File: config.mk
export PLATFORM = sky130hd
export DESIGN_NAME = periph_page_decoder
export DESIGN_NICKNAME = d
export VERILOG_FILES = /design/src/rtl/ppd_pkg.sv /design/src/rtl/ppd_classify.sv /design/src/rtl/ppd_base_reg.sv /design/src/rtl/ppd_rdmux.sv /design/src/rtl/periph_page_decoder.sv
export SDC_FILE = /design/constraint.sdc
export NUM_CORES = 1
export LEC_CHECK = 0
export BUFFER_PORTS_ARGS = -buffer_cell sky130_fd_sc_hd__buf_2
export CAP_MARGIN = 20
export CORE_UTILIZATION = 31
export DETAILED_ROUTE_END_ITERATION = 7
export PLACE_DENSITY = 0.68
export SLEW_MARGIN = 15
export SYNTH_ARGS = -nofsm -noshare
export SYNTH_HDL_FRONTEND = slang
export SYNTH_SLANG_ARGS = --single-unit
File: constraint.sdc
create_clock -name clk -period 2.1 [get_ports clk]
set_clock_uncertainty 0.1 [all_clocks]
set_input_delay 0.315 -clock clk [delete_from_list [all_inputs] [get_ports clk]]
set_output_delay 0.315 -clock clk [all_outputs]
set_load 0.05 [all_outputs]
File: src/rtl/ppd_pkg.sv
package ppd_pkg;

  // Classification of one bus cycle.
  typedef enum logic [1:0] {
    ACC_NONE = 2'd0,  // no strobe
    ACC_CTRL = 2'd1,  // base register address
    ACC_PAGE = 2'd2,  // inside the selected page
    ACC_MISS = 2'd3   // strobe elsewhere
  } acc_kind_e;

endpackage

File: src/rtl/ppd_classify.sv
module ppd_classify
  import ppd_pkg::*;
#(
  parameter int ADDR_W = 16,
  parameter int OFF_W  = 8,
  localparam int PAGE_W = ADDR_W - OFF_W
) (
  input  logic [ADDR_W-1:0] addr,
  input  logic [PAGE_W-1:0] base,
  input  logic              strobe,
  output acc_kind_e         kind,
  output logic [OFF_W-1:0]  off
);

  function automatic logic [PAGE_W-1:0] page_field(input logic [ADDR_W-1:0] a);
    return a[ADDR_W-1:OFF_W];
  endfunction

  function automatic logic is_ctrl_addr(input logic [ADDR_W-1:0] a);
    return &a;
  endfunction

  always_comb begin
    if (!strobe)
      kind = ACC_NONE;
    else if (is_ctrl_addr(addr))
      kind = ACC_CTRL;
    else if (page_field(addr) == base)
      kind = ACC_PAGE;
    else
      kind = ACC_MISS;
  end

  assign off = addr[OFF_W-1:0];

endmodule

File: src/rtl/ppd_base_reg.sv
module ppd_base_reg #(
  parameter int PAGE_W = 8,
  parameter int DATA_W = 8
) (
  input  logic              clk,
  input  logic              rst_n,
  input  logic              load,
  input  logic [DATA_W-1:0] wdata,
  output logic [PAGE_W-1:0] base_q,
  output logic              cfg_q
);

  always_ff @(posedge clk or negedge rst_n) begin
    if (!rst_n) begin
      base_q <= '0;
      cfg_q  <= 1'b0;
    end else if (load) begin
      base_q <= wdata[PAGE_W-1:0];
      cfg_q  <= 1'b1;
    end
  end

endmodule

File: src/rtl/ppd_rdmux.sv
module ppd_rdmux
  import ppd_pkg::*;
#(
  parameter int PAGE_W = 8,
  parameter int DATA_W = 8
) (
  input  acc_kind_e         kind,
  input  logic              rd,
  input  logic [PAGE_W-1:0] base,
  input  logic [DATA_W-1:0] per_rdata,
  output logic [DATA_W-1:0] rdata
);

  function automatic logic [DATA_W-1:0] widen_base(input logic [PAGE_W-1:0] b);
    logic [DATA_W-1:0] r;
    r = '0;
    r[PAGE_W-1:0] = b;
    return r;
  endfunction

  always_comb begin
    rdata = '0;
    if (rd) begin
      unique case (kind)
        ACC_CTRL: rdata = widen_base(base);
        ACC_PAGE: rdata = per_rdata;
        default:  rdata = '0;
      endcase
    end
  end

endmodule

File: src/rtl/periph_page_decoder.sv
module periph_page_decoder
  import ppd_pkg::*;
#(
  parameter int ADDR_W = 16,
  parameter int DATA_W = 8,
  parameter int OFF_W  = 8,
  localparam int PAGE_W = ADDR_W - OFF_W
) (
  input  logic              clk,
  input  logic              rst_n,
  input  logic [ADDR_W-1:0] bus_addr,
  input  logic [DATA_W-1:0] bus_wdata,
  input  logic              bus_rd,
  input  logic              bus_wr,
  input  logic [DATA_W-1:0] per_rdata,
  output logic              per_sel,
  output logic [OFF_W-1:0]  per_off,
  output logic [DATA_W-1:0] bus_rdata,
  output logic              page_cfg
);

  // Named internal events for the checker.
  acc_kind_e         acc_kind;
  logic [PAGE_W-1:0] base_q;
  logic              base_load;
  logic              strobe;

  assign strobe = bus_rd | bus_wr;

  ppd_classify #(.ADDR_W(ADDR_W), .OFF_W(OFF_W)) u_cls (
    .addr   (bus_addr),
    .base   (base_q),
    .strobe (strobe),
    .kind   (acc_kind),
    .off    (per_off)
  );

  assign base_load = bus_wr && (acc_kind == ACC_CTRL);

  ppd_base_reg #(.PAGE_W(PAGE_W), .DATA_W(DATA_W)) u_base (
    .clk    (clk),
    .rst_n  (rst_n),
    .load   (base_load),
    .wdata  (bus_wdata),
    .base_q (base_q),
    .cfg_q  (page_cfg)
  );

  assign per_sel = (acc_kind == ACC_PAGE);

  ppd_rdmux #(.PAGE_W(PAGE_W), .DATA_W(DATA_W)) u_rd (
    .kind      (acc_kind),
    .rd        (bus_rd),
    .base      (base_q),
    .per_rdata (per_rdata),
    .rdata     (bus_rdata)
  );

endmodule

* Yosys cells after proc, flatten, opt, wreduce, memory -nomap -nowiden
Cells that the tools add are included.
** Operators by class
- Equal/unequal tests :: 3
- Mux-type cells :: 5
- Bitwise logic cells :: 1
- Reductions and logical operators :: 2
** Operators with widths (number)
- 8-bit one-hot mux with 2 select lines :: 1
- 16-bit AND reduction :: 1
- 8-bit equality test :: 1
- 8-bit two-way mux :: 1
- 2-bit two-way mux :: 2
- 2-bit by 1-bit equality test with 1-bit output, second input constant :: 1
- 2-bit equality test, second input constant :: 1
- 1-bit logical AND :: 1
- 1-bit two-way mux :: 1
- 1-bit OR :: 1
** Word-level totals
- Flip-flop bits (word level) :: 9
- Output and inout bits :: 18
- Word-level logic and storage cells :: 13

* Longest topological paths before layout
Gate-level depths: netlist (run 1).
- Depth in word-level cells :: 7
- Mapped depth :: 7
- Depth with buffers taken out :: 6

* By module
From an unflattened synthesis (run 1), not the netlist that was laid out.
** Second synthesis, totals
- Cells, all modules :: 71
- Area, all modules :: 810.8 um2
** Modules (own cells, without submodules)
- ppd_base_reg :: times used 1, cells each 19, area each 362.8 um2
- ppd_rdmux :: times used 1, cells each 24, area each 230.2 um2
- ppd_classify :: times used 1, cells each 25, area each 195.2 um2
- periph_page_decoder :: times used 1, cells each 3, area each 22.5 um2

* Worst setup path before layout (run 1)
OpenSTA, ideal clock, no wires.
- Kind :: register -> output
- Start point :: register u_base.base_q[0]
- End point :: output bus_rdata[6]
- Arrival time :: 2.470 ns
- Required time :: 1.685 ns
- Slack :: -0.785 ns
- Cell stages (with the launch flop) :: 8
- Cell sequence :: dfrtp_1 -> xnor2_1 -> nand4_1 -> o32ai_1 -> ha_1 -> clkbuf_1 -> a22oi_1 -> nor2_1
** Between the ends
- Cells in the longest elaborated chain, start to end :: 7
- Elaborated cells on any way between the ends :: 8
- Classes of those cells :: eq/ne: 3; mux: 5
** Ends and longest elaborated chain
- start: declaration :: RTL line ppd_base_reg.sv:9 : output logic [PAGE_W-1:0] base_q,
- start signal: assignment :: RTL line ppd_base_reg.sv:18 : base_q <= wdata[PAGE_W-1:0];
- 8-bit equality test :: RTL line ppd_classify.sv:28 : else if (page_field(addr) == base)
- 1-bit two-way mux :: RTL line ppd_classify.sv:28
- 2-bit two-way mux :: RTL line ppd_classify.sv:26 : else if (is_ctrl_addr(addr))
- 2-bit two-way mux :: RTL line ppd_classify.sv:24 : if (!strobe)
- 2-bit equality test
- named net per_sel :: RTL line periph_page_decoder.sv:16 : output logic per_sel,
- 8-bit one-hot mux with 2 select lines :: RTL line ppd_rdmux.sv:24 : unique case (kind)
- 8-bit two-way mux :: RTL line ppd_rdmux.sv:23 : if (rd) begin
- end: declaration :: RTL line periph_page_decoder.sv:18 : output logic [DATA_W-1:0] bus_rdata,
The timed path passes the listed nets, and every way through them passes these cells.

* Worst setup path in the final report (run 1)
- Start point :: register u_base.base_q[2]
- End point :: output bus_rdata[6]
** Between the ends
- Cells in the longest elaborated chain, start to end :: 7
- Elaborated cells on any way between the ends :: 8
- Classes of those cells :: eq/ne: 3; mux: 5
** Ends and longest elaborated chain (RTL line)
- 8-bit equality test * :: ppd_classify.sv:28
- 1-bit two-way mux * :: ppd_classify.sv:28
- 2-bit two-way mux * :: ppd_classify.sv:26
- 2-bit two-way mux * :: ppd_classify.sv:24
- 2-bit equality test / 2-bit by 1-bit equality test with 1-bit output (equally long branches) :: ppd_rdmux.sv:24
- 8-bit one-hot mux with 2 select lines * :: ppd_rdmux.sv:24
- 8-bit two-way mux * :: ppd_rdmux.sv:23
Every way passes the cells marked *; elsewhere a longest branch is shown, timed or not.

==> results of run 1 <==
==> state kept, by name, summed over array words and instances (netlist names) <==
name and cells:
u_base.base_q 8, u_base.cfg_q 1
==> where the power goes <==
group	internal [W]	switching [W]
clock	0.0000731	0.0000591
combinational	0.000215	0.000201
sequential	0.000208	0.0000242
==> final cells by class <==
type | instances | area share [%]
Clock buffer | 4 | 1.83
Tap cell | 27 | 2.35
Timing Repair Buffer | 74 | 37.2
Sequential cell | 9 | 15.7
Multi-Input combinational cell | 50 | 43.0
==> layer usage <==
metal / part of all wire, % / GRT usage (%) / vias to the layer above
li1: - / - / 381
met2: 52 / 42.4 / 43
met4: 3.8 / 14.7 / 0
met1: 38 / 23.2 / 387
met3: 5.2 / 4.36 / 9
met5: 0 / 0 / -
==> cell families after synthesis <==
group,after synthesis,share of synthesized area (%)
AO/OA/AOI/OAI,10,11.7
XOR/XNOR,8,10.2
adder cells (fa/ha/maj),2,3.66
buffers and inverters,11,10.6
flip-flops,9,32.9
multiplexers,8,13.2
AND/OR/NAND/NOR,21,17.7
==> through the flow <==
step	power, W	instance area (sq um)
3_5_place_dp	0.000543	1090
4_1_cts	0.000749	1370
2_1_floorplan	0.000418	766
5_1_grt	0.000815	1440
3_3_place_gp	0.000534	1090
6_report	0.000779	1440
==> timing repair <==
item                                    in CTS  in global routing
cloned                                       1                  0
pin swaps                                   11                 16
hold endpoints to repair                     9                  0
buffers inserted                             8                  1
endpoints found under the setup margin      18                 18
hold buffers                                 1                  0
resized for setup                           47                 11
==> cells in the final DEF, fill, tap and decap left out, types with 3 or more instances in the layout <==
cell type and n:
a22oi_2 8, buf_2 44, buf_4 13, buf_6 10, buf_8 5, clkbuf_4 3
dfrtp_1 9, mux2_4 8, nand4_1 6, nor2_4 8, xnor2_1 7
==> worst max path at each step <==
stage	endpoint
floorplan	bus_rdata[0]
global placement	bus_rdata[2]
detailed placement	bus_rdata[2]
CTS	bus_rdata[4]
global route	bus_rdata[6]
finish	bus_rdata[6]
==> results.toml, run 1 <==
[routing]
drt_pass1_iterations = 4
drcViolationCount = 0
num_vias = 820
drtIter0Drc = 12
wl_um = 2630
viasPerCell = 5.00
ant_nets = 0
wl_per_cell_um = 16.0

[synth]
synth.most_common_cell = "nor2_1"
synth_area_sq_um = 684
synthArstFlopShare_pct = 100
ys_seq_area_share_pct = 32.9
yosys.cell_types.count = 16
synth-edff-count = 0
post_synth.cell_area_avg_sq_um = 9.92
ys_ff_latch = 9
synth.net_count = 107
synth_area_leader_cell = "dfrtp_1"
synthFlopType = "dfrtp_1"
ys_top_cells_by_area = "dfrtp_1 33%, mux2_2 13%, xnor2_1 10%"
yosys_warnings = 0
yosys-top-cells-count = "10 x nor2_1, 9 x dfrtp_1"
netlist.area_leader.share_pct = 32.9
postSynthCellCount = 69

[critical_path]
r2r-end = "u_base.base_q[0]"
reg2regPathDepth = 8
startpoint = "u_base.base_q[2]"
cp.required_ps = 1680
ff2ff_setup_slack_ps = -100
crit_slowest_cell = "dfrtp_1"
cp_num_buf_inv = 3
slowest_delay_ps = 390
critPathKind = "reg -> out"
arrival_ps = 2210
worst-path-stages = 9
path_cells = "xnor2_1 > nand4_1 > buf_4 > o32ai_4 > ha_2 > buf_6 > a22oi_2 > nor2_4 > buf_6"
end_kind = "output pin"
r2r_start = "u_base.base_q[2]"
critPathLaunchType = "flip-flop"
path_delay_family = "buffers and inverters"
worst-path-max-fanout = 5
cp_common_cell = "buf_6"

[clock_network]
cts_buffers = 3
clkLatencyLatePin_ps = 260
cts_tree = "built"
htreeDepth = 1
numClockSinks = 9
clock_path_buffers = 2
clkTransAtPathRegs_ps = 60
ctsRootBufferMaster = "clkbuf_4"

[layout]
drive_gt1_share_pct = 81.0
fin_nets = 176
areaGrowthSynthToFinish_pct = 110
n_fill_cell = 125
post-route-util_pct = 71.2
antenna_cells = 0
multi_input_area_sq_um = 618
instances_no_fill = 164
regArea_sq_um = 225

[die]
dieHeight_um = 49.0
core_area_sq_um = 2020
row_count = 16
ios = 54
die-area_sq_um = 2400
initial_core_util_pct = 33.8
die_x_um = 49.0

[run]
maxCapViolCount = 0

[timing]
setup_tns_ps = -4860
period_share_pct = 125
relSlewSlack_pct = 73.9
fin_ws_ps = -530
fmax_ghz = 0.380
min_period_ps = 2630
whs_ps = 183
hold_violations = 0
worstMarginPinSlew_ps = 389
setup_violations = 17
finalMaxSlewViolations = 0
rsz0062_at_grt = "true"

[status]
status = "finished with violations"
violations = "negative setup slack"

[global_routing]
overflow = 0
grt_usage_pct = 22.9
antenna_found_initial = 0
grt_max_degree = 10
grt_pass1_wl_um = 4080
grt_pass1_vias = 874

[power]
leakagePower_nw = 0.658
vdd_drop_max_mv = 0.400
p_per_area_nw_per_um2 = 542

[placed_design]
place_ws_ps = -393
hpwlAfterDp_um = 1630
numPortBuffers = 53
dpl.cell_count = 151
place.gp.congestion = 0.843

[worst_hold_path]
hold_path_end = "u_base.base_q[2]"
hold_class = "in -> reg"
hold_depth = 2
hp-start = "bus_wdata[2]"
(Power assumes the default switching activity.)
==> run 2, diff against run 1 <==
--- a/config.mk
+++ b/config.mk
@@ -5,11 +5,14 @@
 export SDC_FILE = /design/constraint.sdc
 export NUM_CORES = 1
 export LEC_CHECK = 0
+export ABC_AREA = 1
 export BUFFER_PORTS_ARGS = -buffer_cell sky130_fd_sc_hd__buf_2
 export CAP_MARGIN = 20
 export CORE_UTILIZATION = 31
+export CTS_BUF_LIST = sky130_fd_sc_hd__clkbuf_4 sky130_fd_sc_hd__clkbuf_8
 export DETAILED_ROUTE_END_ITERATION = 7
-export PLACE_DENSITY = 0.68
+export MAX_ROUTING_LAYER = met4
+export PLACE_DENSITY = 0.66
 export SLEW_MARGIN = 15
 export SYNTH_ARGS = -nofsm -noshare
 export SYNTH_HDL_FRONTEND = slang
==> run 2 against run 1 <==
Net effect: highest routed layer unchanged; combinational power shrank 5.5%; sequential share of layout area is the same; via count grew 12%; non-clock buffer count grew 7; the run still ends with negative setup slack left; total power shrank 1.1%.
==> results.toml, run 2 <==
[timing]
fmax_ghz = 0.425
relSlewSlack_pct = 83.4
fin_ws_ps = -256
period_share_pct = 112
setup_tns_ps = -2090
rsz0062_at_grt = "true"
hold_violations = 0
worstMarginPinSlew_ps = 250
setup_violations = 9
finalMaxSlewViolations = 0
min_period_ps = 2360

[critical_path]
r2r_start = "u_base.base_q[6]"
r2r-end = "u_base.base_q[7]"
arrival_ps = 1940
worst-path-max-fanout = 6
crit_slowest_cell = "dfrtp_1"
path_delay_family = "simple AND/OR/NAND/NOR gates"
cp_num_buf_inv = 3
cp_common_cell = "buf_6"
end_kind = "output pin"
critPathKind = "reg -> out"
path_cells = "xnor2_1 > nand2_1 > nor2_1 > nand3_1 > nand2_2 > buf_6 > ha_4 > buf_6 > nand2_2 > a21oi_4 > buf_6"
critPathLaunchType = "flip-flop"
ff2ff_setup_slack_ps = 140
slowest_delay_ps = 390
reg2regPathDepth = 10
cp.required_ps = 1680

[die]
core_area_sq_um = 2250
die_x_um = 51.4
ios = 54
row_count = 17
dieHeight_um = 51.4
die-area_sq_um = 2640
initial_core_util_pct = 33.5

[placed_design]
numPortBuffers = 53
place.gp.congestion = 0.763
place_area_sq_um = 1210
hpwlAfterDp_um = 1690

[worst_hold_path]
hold_path_end = "u_base.base_q[3]"
hold_class = "in -> reg"
hp-start = "bus_wdata[3]"
hold_depth = 2

[global_routing]
grt_usage_pct = 19.2
grt_max_degree = 10
grt_pass1_vias = 921
overflow = 0
grt_pass1_wl_um = 3550
antenna_found_initial = 0

[layout]
fin_nets = 219
post-route-util_pct = 63.8
stdcell_area_sq_um = 1440
final_cell_mix = "44 x buf_2, 31 x nand2_1, 23 x buf_4"
antenna_cells = 0
areaGrowthSynthToFinish_pct = 90.4
reg.largest.list = "u_base.base_q (8), u_base.cfg_q (1)"
largest_reg_flops = 8
drive_gt1_share_pct = 61.1
final_common_cell = "buf_2"
top_register = "u_base.base_q"

[clock_network]
clkLatencyLatePin_ps = 260
clock_path_buffers = 2
clkTransAtPathRegs_ps = 70
ctsRootBufferMaster = "clkbuf_4"
cts_tree = "built"
numClockSinks = 9
cts_buffers = 3
htreeDepth = 1

[routing]
wl_per_cell_um = 10.9
ant_nets = 0
wl_um = 2280
drtIter0Drc = 9
drcViolationCount = 0
viasPerCell = 4.40
drt_pass1_iterations = 3
num_vias = 916

[synth]
post_synth.cell_area_avg_sq_um = 7.13
synth-edff-count = 0
yosys_warnings = 0
synth_area_sq_um = 756
yosys-top-cells-count = "37 x nand2_1, 13 x inv_1, 11 x a21oi_1"
ys_top_cells_by_area = "dfrtp_1 30%, nand2_1 18%, buf_4 7.9%"
ys_seq_area_share_pct = 29.8
synthArstFlopShare_pct = 100
netlist.area_leader.share_pct = 29.8
synthFlopType = "dfrtp_1"
synth.most_common_cell = "nand2_1"
yosys.cell_types.count = 15
synth_area_leader_cell = "dfrtp_1"
postSynthCellCount = 106
ys_ff_latch = 9
synth.net_count = 144

[power]
p_per_area_nw_per_um2 = 536
leakagePower_nw = 0.739
vdd_drop_max_mv = 0.420

[status]
violations = "negative setup slack"
status = "finished with violations"

[run]
maxCapViolCount = 0
run 2: kinds of logic after synthesis:
kind of cell    count (synthesis)  synth area share [%]
xor+xnor                        5                  5.79
mux                             5                  8.94
compound gates                 11                  7.28
buf+inv                        24                  17.9
fa+ha+maj                       2                  3.31
flops                           9                  29.8
simple gates                   50                  27.0
run 2: worst max path at each step:
stage	end	depth (start not counted)	start	slack (ps)
finish	bus_rdata[4]	11	u_base.base_q[6]	-260
global route	bus_rdata[7]	13	u_base.base_q[5]	-350
CTS	bus_rdata[7]	11	u_base.base_q[6]	-240
detailed placement	bus_rdata[2]	12	bus_addr[14]	-190
global placement	bus_rdata[5]	12	bus_addr[15]	-140
floorplan	bus_rdata[0]	12	u_base.base_q[4]	6
run 2: where the power goes:
group | internal [W] | total [W] | switching (W) | leakage (nW)
Sequential | 0.000205 | 0.000229 | 0.0000241 | 0.100
Combinational | 0.000209 | 0.000392 | 0.000183 | 0.621
Clock | 0.0000862 | 0.000150 | 0.0000635 | 0.0184
run 2: repair_timing:
action                     CTS  global route
setup buffers                9             3
gates resized for setup     32             3
hold endpoints to repair     9             0
pin swaps                   11             3
hold buffers                 1             0
setup endpoints to repair   11             9
run 2: layer usage:
layer / vias to the layer above / track usage (%) / wire length [um]
li1: 466 / - / -
met1: 403 / 18.9 / 895
met2: 45 / 37.0 / 1230
met3: 2 / 3.27 / 141
met4: 0 / 6.76 / 11
met5: - / - / 0
run 2: per-stage QoR:
step / hold slack [ps] / instances / power [W] / setup WS (ps)
floorplan: -80.6 / 106 / 0.000429 / 5.52
global placement: 73.3 / 192 / 0.000550 / -139
detailed placement: 82.2 / 192 / 0.000556 / -186
CTS: 178 / 205 / 0.000757 / -237
global route: 173 / 208 / 0.000812 / -345
finish: 179 / 208 / 0.000771 / -256
run 2: cell type report:
class | count | area (sq um)
Sequential cell | 9 | 225
Multi-Input combinational cell | 73 | 544
Tap cell | 28 | 35.0
Inverter | 13 | 51.3
Timing Repair Buffer | 81 | 553
Clock buffer | 4 | 30.0
Fill cell | 206 | 816
